[src/rtl/endian_window_bridge.sv]
module endian_window_bridge #(
  parameter int ADDR_W = 32,
  parameter int WIN_LG = 20,
  parameter logic [ADDR_W-1:0] WIN_BASE = 'h1000_0000,
  parameter logic [ADDR_W-1:0] WIN_GAP  = 'h0010_0000
) (
  input  logic              clk,
  input  logic              rst_n,
  input  logic              strap_be,
  input  logic              req_valid,
  input  logic              req_write,
  input  logic [1:0]        req_size,
  input  logic [ADDR_W-1:0] req_addr,
  input  logic [31:0]       req_wdata,
  output logic              rsp_valid,
  output logic              rsp_err,
  output logic [31:0]       rsp_rdata,
  output logic              dn_valid,
  output logic              dn_write,
  output logic [ADDR_W-1:0] dn_addr,
  output logic [3:0]        dn_be,
  output logic [31:0]       dn_wdata,
  input  logic [31:0]       dn_rdata
);
  localparam logic [ADDR_W-1:0] BASE_HI = WIN_BASE + WIN_GAP;
  localparam int TAG_W = ADDR_W - WIN_LG;

  function automatic logic [31:0] mirror(input logic [31:0] d);
    return {d[7:0], d[15:8], d[23:16], d[31:24]};
  endfunction

  logic        be_mode, q_valid, q_err, q_mirror;
  logic        hit_lo, hit_hi, swap_now, misal;
  logic [1:0]  lo_bits, mlo;
  logic [3:0]  be_n;
  logic [ADDR_W-1:0] addr_n;

  assign hit_lo   = req_addr[ADDR_W-1:WIN_LG] == WIN_BASE[ADDR_W-1:WIN_LG];
  assign hit_hi   = req_addr[ADDR_W-1:WIN_LG] == BASE_HI[ADDR_W-1:WIN_LG];
  assign swap_now = hit_hi & be_mode;
  assign lo_bits  = req_addr[1:0];
  assign misal    = (req_size == 2'b11) | (req_size == 2'b01 & lo_bits[0])
                  | (req_size == 2'b10 & lo_bits != 2'b00);

  always_comb begin
    mlo = lo_bits;
    if (swap_now)
      mlo = lo_bits ^ ((req_size == 2'b00) ? 2'b11 :
                       (req_size == 2'b01) ? 2'b10 : 2'b00);
    case (req_size)
      2'b00:   be_n = 4'b0001 << mlo;
      2'b01:   be_n = 4'b0011 << mlo;
      default: be_n = 4'b1111;
    endcase
    if (hit_lo | hit_hi)
      addr_n = {{TAG_W{1'b0}}, req_addr[WIN_LG-1:2], mlo};
    else
      addr_n = req_addr;
  end

  always_ff @(posedge clk) begin
    if (!rst_n) begin
      be_mode  <= strap_be;
      q_valid  <= 1'b0;
      q_err    <= 1'b0;
      q_mirror <= 1'b0;
      dn_write <= 1'b0;
      dn_addr  <= '0;
      dn_be    <= '0;
      dn_wdata <= '0;
    end else begin
      q_valid <= req_valid;
      q_err   <= req_valid & misal;
      if (req_valid) begin
        q_mirror <= swap_now;
        dn_write <= req_write;
        dn_addr  <= addr_n;
        dn_be    <= be_n;
        dn_wdata <= swap_now ? mirror(req_wdata) : req_wdata;
      end
    end
  end

  assign rsp_valid = q_valid;
  assign rsp_err   = q_valid & q_err;
  assign dn_valid  = q_valid & ~q_err;
  assign rsp_rdata = (dn_valid & ~dn_write) ?
                     (q_mirror ? mirror(dn_rdata) : dn_rdata) : 32'h0;


  latency_chk: assert property (@(posedge clk) disable iff (!rst_n)
    $past(rst_n) |-> rsp_valid == $past(req_valid));


  misalign_chk: assert property (@(posedge clk) disable iff (!rst_n)
    ($past(rst_n) && $past(req_valid && misal)) |-> (rsp_err && !dn_valid && rsp_rdata == 32'h0));


  full_word_chk: assert property (@(posedge clk) disable iff (!rst_n)
    ($past(rst_n) && $past(req_valid && req_size == 2'b10 && !misal))
      |-> (dn_be == 4'hF && dn_addr[1:0] == 2'b00));


  byte_lane_chk: assert property (@(posedge clk) disable iff (!rst_n)
    ($past(rst_n) && $past(req_valid && req_size == 2'b00)) |-> $countones(dn_be) == 1);


  local_pass_chk: assert property (@(posedge clk) disable iff (!rst_n)
    ($past(rst_n) && $past(req_valid && !hit_lo && !hit_hi && !misal))
      |-> (dn_addr == $past(req_addr) && dn_wdata == $past(req_wdata)));


  write_quiet_chk: assert property (@(posedge clk) disable iff (!rst_n)
    (rsp_valid && dn_write) |-> rsp_rdata == 32'h0);
endmodule

[config.mk]
export PLATFORM = sky130hd
export DESIGN_NAME = endian_window_bridge
export DESIGN_NICKNAME = d
export VERILOG_FILES = /design/src/rtl/endian_window_bridge.sv
export SDC_FILE = /design/constraint.sdc
export NUM_CORES = 1
export LEC_CHECK = 0
export ABC_AREA = 1
export BUFFER_PORTS_ARGS = -buffer_cell sky130_fd_sc_hd__buf_2
export CAP_MARGIN = 40
export CORE_MARGIN = 2
export CORE_UTILIZATION = 45
export DETAILED_ROUTE_END_ITERATION = 8
export GPL_ROUTABILITY_DRIVEN = 0
export PLACE_DENSITY_LB_ADDON = 0.1
export SKIP_LAST_GASP = 1
export SLEW_MARGIN = 20
export SYNTH_ARGS = -nofsm -noshare
export SYNTH_HDL_FRONTEND = slang
export SYNTH_SLANG_ARGS = --single-unit
[constraint.sdc]
create_clock -name clk -period 1.89 [get_ports clk]
set_input_delay 0.378 -clock clk [delete_from_list [all_inputs] [get_ports clk]]
set_output_delay 0.378 -clock clk [all_outputs]
set_load 0.02 [all_outputs]
==> flow_metrics.env, run 1 <==
export IMPL_cellLeakagePower_nw=3.08
export IMPL_crit_required_ns=1.51
export IMPL_vdd_drop_max_uv=454
export IMPL_vias=4184
export IMPL_synth_top_area_share_pct=38.5
export IMPL_cts_tree="yes"
export IMPL_powerDensity_nw_per_um2=659
export IMPL_dr_pass1_iters=4
export IMPL_grt_pass1_wl_um=16300
export IMPL_dp_hpwl_um=7970
export IMPL_yosysWarnings=0
export IMPL_drtIter0Drc=137
export IMPL_post_route_drc_count=0
export IMPL_fin_crit_ns=1.86
export IMPL_n_fill_cell=688
export IMPL_vias_per_cell=4.93
export IMPL_io_pins=207
export IMPL_numCtsBuffers=9
export IMPL_final_util_pct=68.6
export IMPL_max_freq_ghz=0.538
export IMPL_yosysUniqueCellTypes=25
export IMPL_grt_pass1_vias=3618
export IMPL_ys_seq_area_share_pct=39.3
export IMPL_hold_start="req_addr[9]"
export IMPL_clock_sinks=73
export IMPL_clk_pin_slew_ns=0.09
export IMPL_nets=842
export IMPL_synth_seq_cells=73
export IMPL_hold_viol_final=0
export IMPL_die_area_um2=9070
export IMPL_setup_viol=0
export IMPL_ant_nets=0
export IMPL_drive_above_1_share_pct=40.6
export IMPL_criticalPathCategory="reg2out"
export IMPL_dpl_worst_slack_ns=0.154
export IMPL_skew_ns=0.0114
export IMPL_setup_slack_ns=0.0303
export IMPL_clockBufferDepth=2
export IMPL_routed_wl_um=11000
export IMPL_mappedNetlistArea_um2=3750
export IMPL_tightest_slew_ns=0.355
export IMPL_hold_path_endpoint="dn_addr[9]"
export IMPL_die_w_um=95.3
export IMPL_reg2reg_slack_ns=0.55
export IMPL_critPathCaptureType="output port"
export IMPL_cp_arrival_ns=1.48
export IMPL_grt_ovfl_total=0
export IMPL_diodes=0
export IMPL_clockRootBuffer="clkbuf_8"
export IMPL_outcome="completed"
export IMPL_syn_avg_cell_area_um2=6.91
export IMPL_grt_usage_pct=22.7
export IMPL_post_route_period_util_pct=98.4
export IMPL_holdPathStages=3
export IMPL_antenna_found_initial=0
export IMPL_maxCapViolCount=0
export IMPL_fp_dieH_um=95.3
export IMPL_grt_start_max_net_pins=69
export IMPL_drt_wirelength_per_cell_um=12.9
export IMPL_slew_violations=0
export IMPL_synth_area_leaders="dfxtp_1 (38%), nand2_1 (14%), inv_1 (7.8%), a211oi_1 (6.0%), o211ai_2 (5.3%)"
export IMPL_rows=33
export IMPL_netlist_instances=542
export IMPL_synth_fp_nets=645
export IMPL_core_area_um2=8130
export IMPL_clk_latency_ns=0.35
export IMPL_r2r_cells=8
export IMPL_cp_max_fo=13
export IMPL_rr_endpoint="dn_be[2]"
export IMPL_areaGrowthSynthToFinish_pct=48.9
export IMPL_rsz0062_at_grt="true"
export IMPL_hold_class="in2reg"
export IMPL_htreeDepth=3
export IMPL_synth_top_area_cell="dfxtp_1"
export IMPL_worstSetupStartpointType="flip-flop"
export IMPL_place_port_buffers=206
export IMPL_start_util_pct=46.1
export IMPL_maxSlewHeadroom_pct=76.3
export IMPL_r2r_start="be_mode"
==> power by group <==
group / leakage (nW) / internal [mW] / switching, mW
clock network: 0.0848 / 0.499 / 0.670
logic: 2.39 / 0.321 / 0.503
registers: 0.606 / 1.64 / 0.0468
total: 3.08 / 2.46 / 1.22
==> state kept, by name, indices dropped and copies added (netlist names) <==
signal,cells
be_mode,1
dn_addr,32
dn_be,4
dn_wdata,32
dn_write,1
q_err,1
q_mirror,1
rsp_valid,1
==> cell usage after synthesis (all sizes together) <==
master,instances
buf,22
xnor2,1
o21ai,30
edfxtp,1
a211oi,30
inv,79
dfxtp,72
nand2,140
o211ai,32
nor2,54
nand3,30
a21oi,26
nand4,4
nor3,2
clkbuf,18
o22ai,1
==> timing repair <==
action                                  in CTS  in global routing
setup buffers                                0                  5
endpoints found under the setup margin      28                 27
pin swaps                                    0                  0
gates cloned                                 1                  0
gates resized for setup                     20                 35
hold buffers                                 0                  0
==> area by class of cell <==
class                           instances  area [um^2]  share of cell area, %
Timing Repair Buffer                  226         1400                   25.1
Sequential cell                        73         1470                   26.4
Clock inverter                          7         60.1                   1.08
Clock buffer                            9          124                   2.22
Tap cell                              105          131                   2.35
Inverter                               79          297                   5.32
Multi-Input combinational cell        350         2100                   37.6
==> per-stage QoR <==
stage / std cells / hold slack [ns] / total power [mW] / setup TNS [ns] / instance area [um^2]
4_1_cts: 844 / 0.191 / 3.70 / 0 / 5420
5_1_grt: 849 / 0.192 / 3.86 / -0.206 / 5580
2_1_floorplan: 542 / 0.477 / 2.20 / -0.360 / 4040
6_report: 849 / 0.204 / 3.68 / 0 / 5580
3_5_place_dp: 827 / 0.456 / 2.51 / 0 / 5150
3_3_place_gp: 827 / 0.453 / 2.49 / 0 / 5150
==> cells by family after synthesis <==
| logic type | synth area share, % |
|---|---|
| DFF | 39.3 |
| AOI/OAI and AO/OA | 22.3 |
| buffers and inverters | 13.2 |
| and+or+nand+nor | 25.0 |
| xor gates and xnor gates | 0.234 |
==> critical path, cell delays in order, from the launching register on <==
cell,delay [ns]
dfxtp_2,0.34
inv_1,0.06
nor2_4,0.10
nand2_4,0.09
buf_12,0.18
a211oi_2,0.18
buf_4,0.18
==> cells in the final DEF (no fill, tap or decap), drive strengths merged, types with 2 or more instances in the layout <==
master	netlist	layout
nand2	140	140
clkbuf	18	9
nand3	30	30
a21oi	26	26
nand4	4	4
o21ai	30	30
o211ai	32	32
buf	22	226
inv	79	83
a211oi	30	30
nor2	54	54
dfxtp	72	72
clkinvlp	0	3
nor3	2	2
==> worst max path at each step <==
| stage | startpoint | endpoint | cells after the start | slack (ns) |
|---|---|---|---|---|
| 3_3_place_gp | req_addr[31] | dn_wdata[24] | 11 | 0.21 |
| 2_1_floorplan | rsp_valid | rsp_rdata[0] | 5 | -0.04 |
| 3_5_place_dp | req_addr[27] | dn_wdata[14] | 10 | 0.15 |
| 6_report | rsp_valid | rsp_rdata[0] | 6 | 0.03 |
| 4_1_cts | q_mirror | rsp_rdata[7] | 5 | 0.003 |
| 5_1_grt | rsp_valid | rsp_rdata[0] | 6 | -0.06 |
==> metal layers <==
layer	share of wire [%]	GRT usage (%)
met5	0	0
met4	1.2	6.28
met3	9.4	7.83
met2	49	40.7
met1	40	25.3
Power figures use the tool's default switching activity.
==> inputs of run 2 (changes only) <==
--- a/config.mk
+++ b/config.mk
@@ -6,7 +6,7 @@
 export NUM_CORES = 1
 export LEC_CHECK = 0
 export ABC_AREA = 1
-export BUFFER_PORTS_ARGS = -buffer_cell sky130_fd_sc_hd__buf_2
+export BUFFER_PORTS_ARGS = -buffer_cell sky130_fd_sc_hd__clkbuf_2
 export CAP_MARGIN = 40
 export CORE_MARGIN = 2
 export CORE_UTILIZATION = 45
==> flow_metrics.env, run 2 (synthesized netlist as in run 1, its figures left out) <==
export IMPL_outcome="completed"
export IMPL_hold_start="req_addr[5]"
export IMPL_setup_viol=0
export IMPL_max_freq_ghz=0.532
export IMPL_skew_ns=0.00678
export IMPL_die_area_um2=9070
export IMPL_vias=4180
export IMPL_hold_viol_final=0
export IMPL_fp_dieH_um=95.3
export IMPL_post_route_drc_count=0
export IMPL_hold_path_endpoint="dn_addr[5]"
export IMPL_maxCapViolCount=0
export IMPL_cellLeakagePower_nw=3.11
export IMPL_tightest_slew_ns=0.364
export IMPL_numCtsBuffers=9
export IMPL_vias_per_cell=4.89
export IMPL_place_port_buffers=206
export IMPL_r2r_cells=7
export IMPL_seq_area_um2=1470
export IMPL_hold_class="in2reg"
export IMPL_holdPathStages=3
export IMPL_vdd_drop_max_uv=468
export IMPL_die_w_um=95.3
export IMPL_drt_wirelength_per_cell_um=12.9
export IMPL_multi_input_area_um2=2090
export IMPL_layout_cells_non_filler=854
export IMPL_worstSetupStartpointType="flip-flop"
export IMPL_cts_tree="yes"
export IMPL_cp_arrival_ns=1.50
export IMPL_busiest_layer="met2"
export IMPL_reg_largest_list="dn_addr (32), dn_wdata (32), dn_be (4)"
export IMPL_grt_pass1_vias=3601
export IMPL_final_common_cell="clkbuf_2"
export IMPL_clock_sinks=73
export IMPL_reg2reg_slack_ns=0.54
export IMPL_drive_above_1_share_pct=41.0
export IMPL_grt_ovfl_total=0
export IMPL_rr_endpoint="dn_wdata[27]"
export IMPL_final_design_area_no_fill_um2=5620
export IMPL_crit_required_ns=1.51
export IMPL_grt_usage_pct=22.7
export IMPL_dr_pass1_iters=4
export IMPL_clk_pin_slew_ns=0.09
export IMPL_post_route_period_util_pct=99.4
export IMPL_clockRootBuffer="clkbuf_8"
export IMPL_ant_nets=0
export IMPL_criticalPathCategory="reg2out"
export IMPL_fin_crit_ns=1.88
export IMPL_critPathCaptureType="output port"
export IMPL_start_util_pct=46.1
export IMPL_diodes=0
export IMPL_use_met1_pct=26.1
export IMPL_mostFrequentLayoutCells="clkbuf_2 (177), nand2_1 (139), inv_1 (76)"
export IMPL_placed_area_um2=5150
export IMPL_grt_util_met3_pct=6.64
export IMPL_clk_latency_ns=0.35
export IMPL_n_fill_cell=688
export IMPL_dp_hpwl_um=8090
export IMPL_drtIter0Drc=107
export IMPL_powerDensity_nw_per_um2=695
export IMPL_slew_violations=0
export IMPL_areaGrowthSynthToFinish_pct=50.0
export IMPL_core_area_um2=8130
export IMPL_antenna_found_initial=0
export IMPL_htreeDepth=3
export IMPL_rsz0062_at_grt="true"
export IMPL_r2r_start="be_mode"
export IMPL_io_pins=207
export IMPL_cp_max_fo=8
export IMPL_clockBufferDepth=2
export IMPL_grt_start_max_net_pins=65
export IMPL_met2_usage_pct=41.0
export IMPL_maxSlewHeadroom_pct=75.7
export IMPL_nets=847
export IMPL_rows=33
export IMPL_dp_cells=826
export IMPL_grt_pass1_wl_um=16300
export IMPL_postCtsHoldBufs=0
export IMPL_routed_wl_um=11000
==> run 2: changes by cell type in the layout (fill, tap and decap cells not counted), sizes merged <==
cell      delta
clkinvlp     -3
bufinv       +2
buf        -177
clkinv       +3
inv          -2
clkbuf     +182
==> run 2: per-layer routing <==
| metal | wire length (um) | up-vias | share of wire, % |
|---|---|---|---|
| li1 | - | 2140 | - |
| met1 | 4460 | 1888 | 40 |
| met2 | 5590 | 142 | 51 |
| met3 | 871 | 10 | 7.9 |
| met4 | 98 | 0 | 0.89 |
| met5 | 0 | - | 0 |
==> run 2: cell type report <==
type                            count  area share (%)
Tap cell                          105            2.34
Inverter                           79            5.27
Sequential cell                    73            26.2
Timing Repair Buffer              231            25.0
Multi-Input combinational cell    350            37.1
Clock inverter                      7            1.83
Clock buffer                        9            2.20
==> run 2: report_power, final <==
group          switching, mW  internal (mW)
Combinational          0.504          0.318
Sequential            0.0499           1.64
Clock                  0.639          0.759
Total                   1.19           2.71
==> run 2: repair_timing <==
action | CTS | global route
pin swaps | 0 | 1
gates cloned | 0 | 3
gates resized for setup | 16 | 50
endpoints found under the setup margin | 27 | 32
buffers inserted | 0 | 9
==> run 2: per-stage QoR <==
step | util (%) | hold slack (ns) | power [mW] | setup slack [ns] | setup TNS, ns
floorplan | - | 0.477 | 2.20 | -0.0360 | -0.360
detailed placement | 63.3 | 0.461 | 2.51 | 0.158 | 0
global route | 69.1 | 0.205 | 4.09 | -0.0500 | -0.224
finish | 69.1 | 0.210 | 3.91 | 0.0119 | 0
CTS | 66.6 | 0.194 | 3.91 | -0.0643 | -0.481
global placement | 63.3 | 0.455 | 2.49 | 0.230 | 0
==> run 2: worst max path at each step <==
stage,cells past startpoint,slack [ns],startpoint,to
global route,6,-0.05,rsp_valid,rsp_rdata[31]
detailed placement,11,0.16,req_addr[27],dn_wdata[27]
CTS,6,-0.06,rsp_valid,rsp_rdata[31]
floorplan,5,-0.04,rsp_valid,rsp_rdata[0]
global placement,10,0.23,req_addr[27],dn_wdata[1]
finish,6,0.01,rsp_valid,rsp_rdata[31]
==> run 2: worst max-delay path, cell delays in order, from the launching register on <==
cell,delay (ns)
dfxtp_2,0.34
inv_1,0.06
nor2_4,0.11
nand2_4,0.10
clkbuf_16,0.19
a211oi_2,0.18
buf_4,0.18
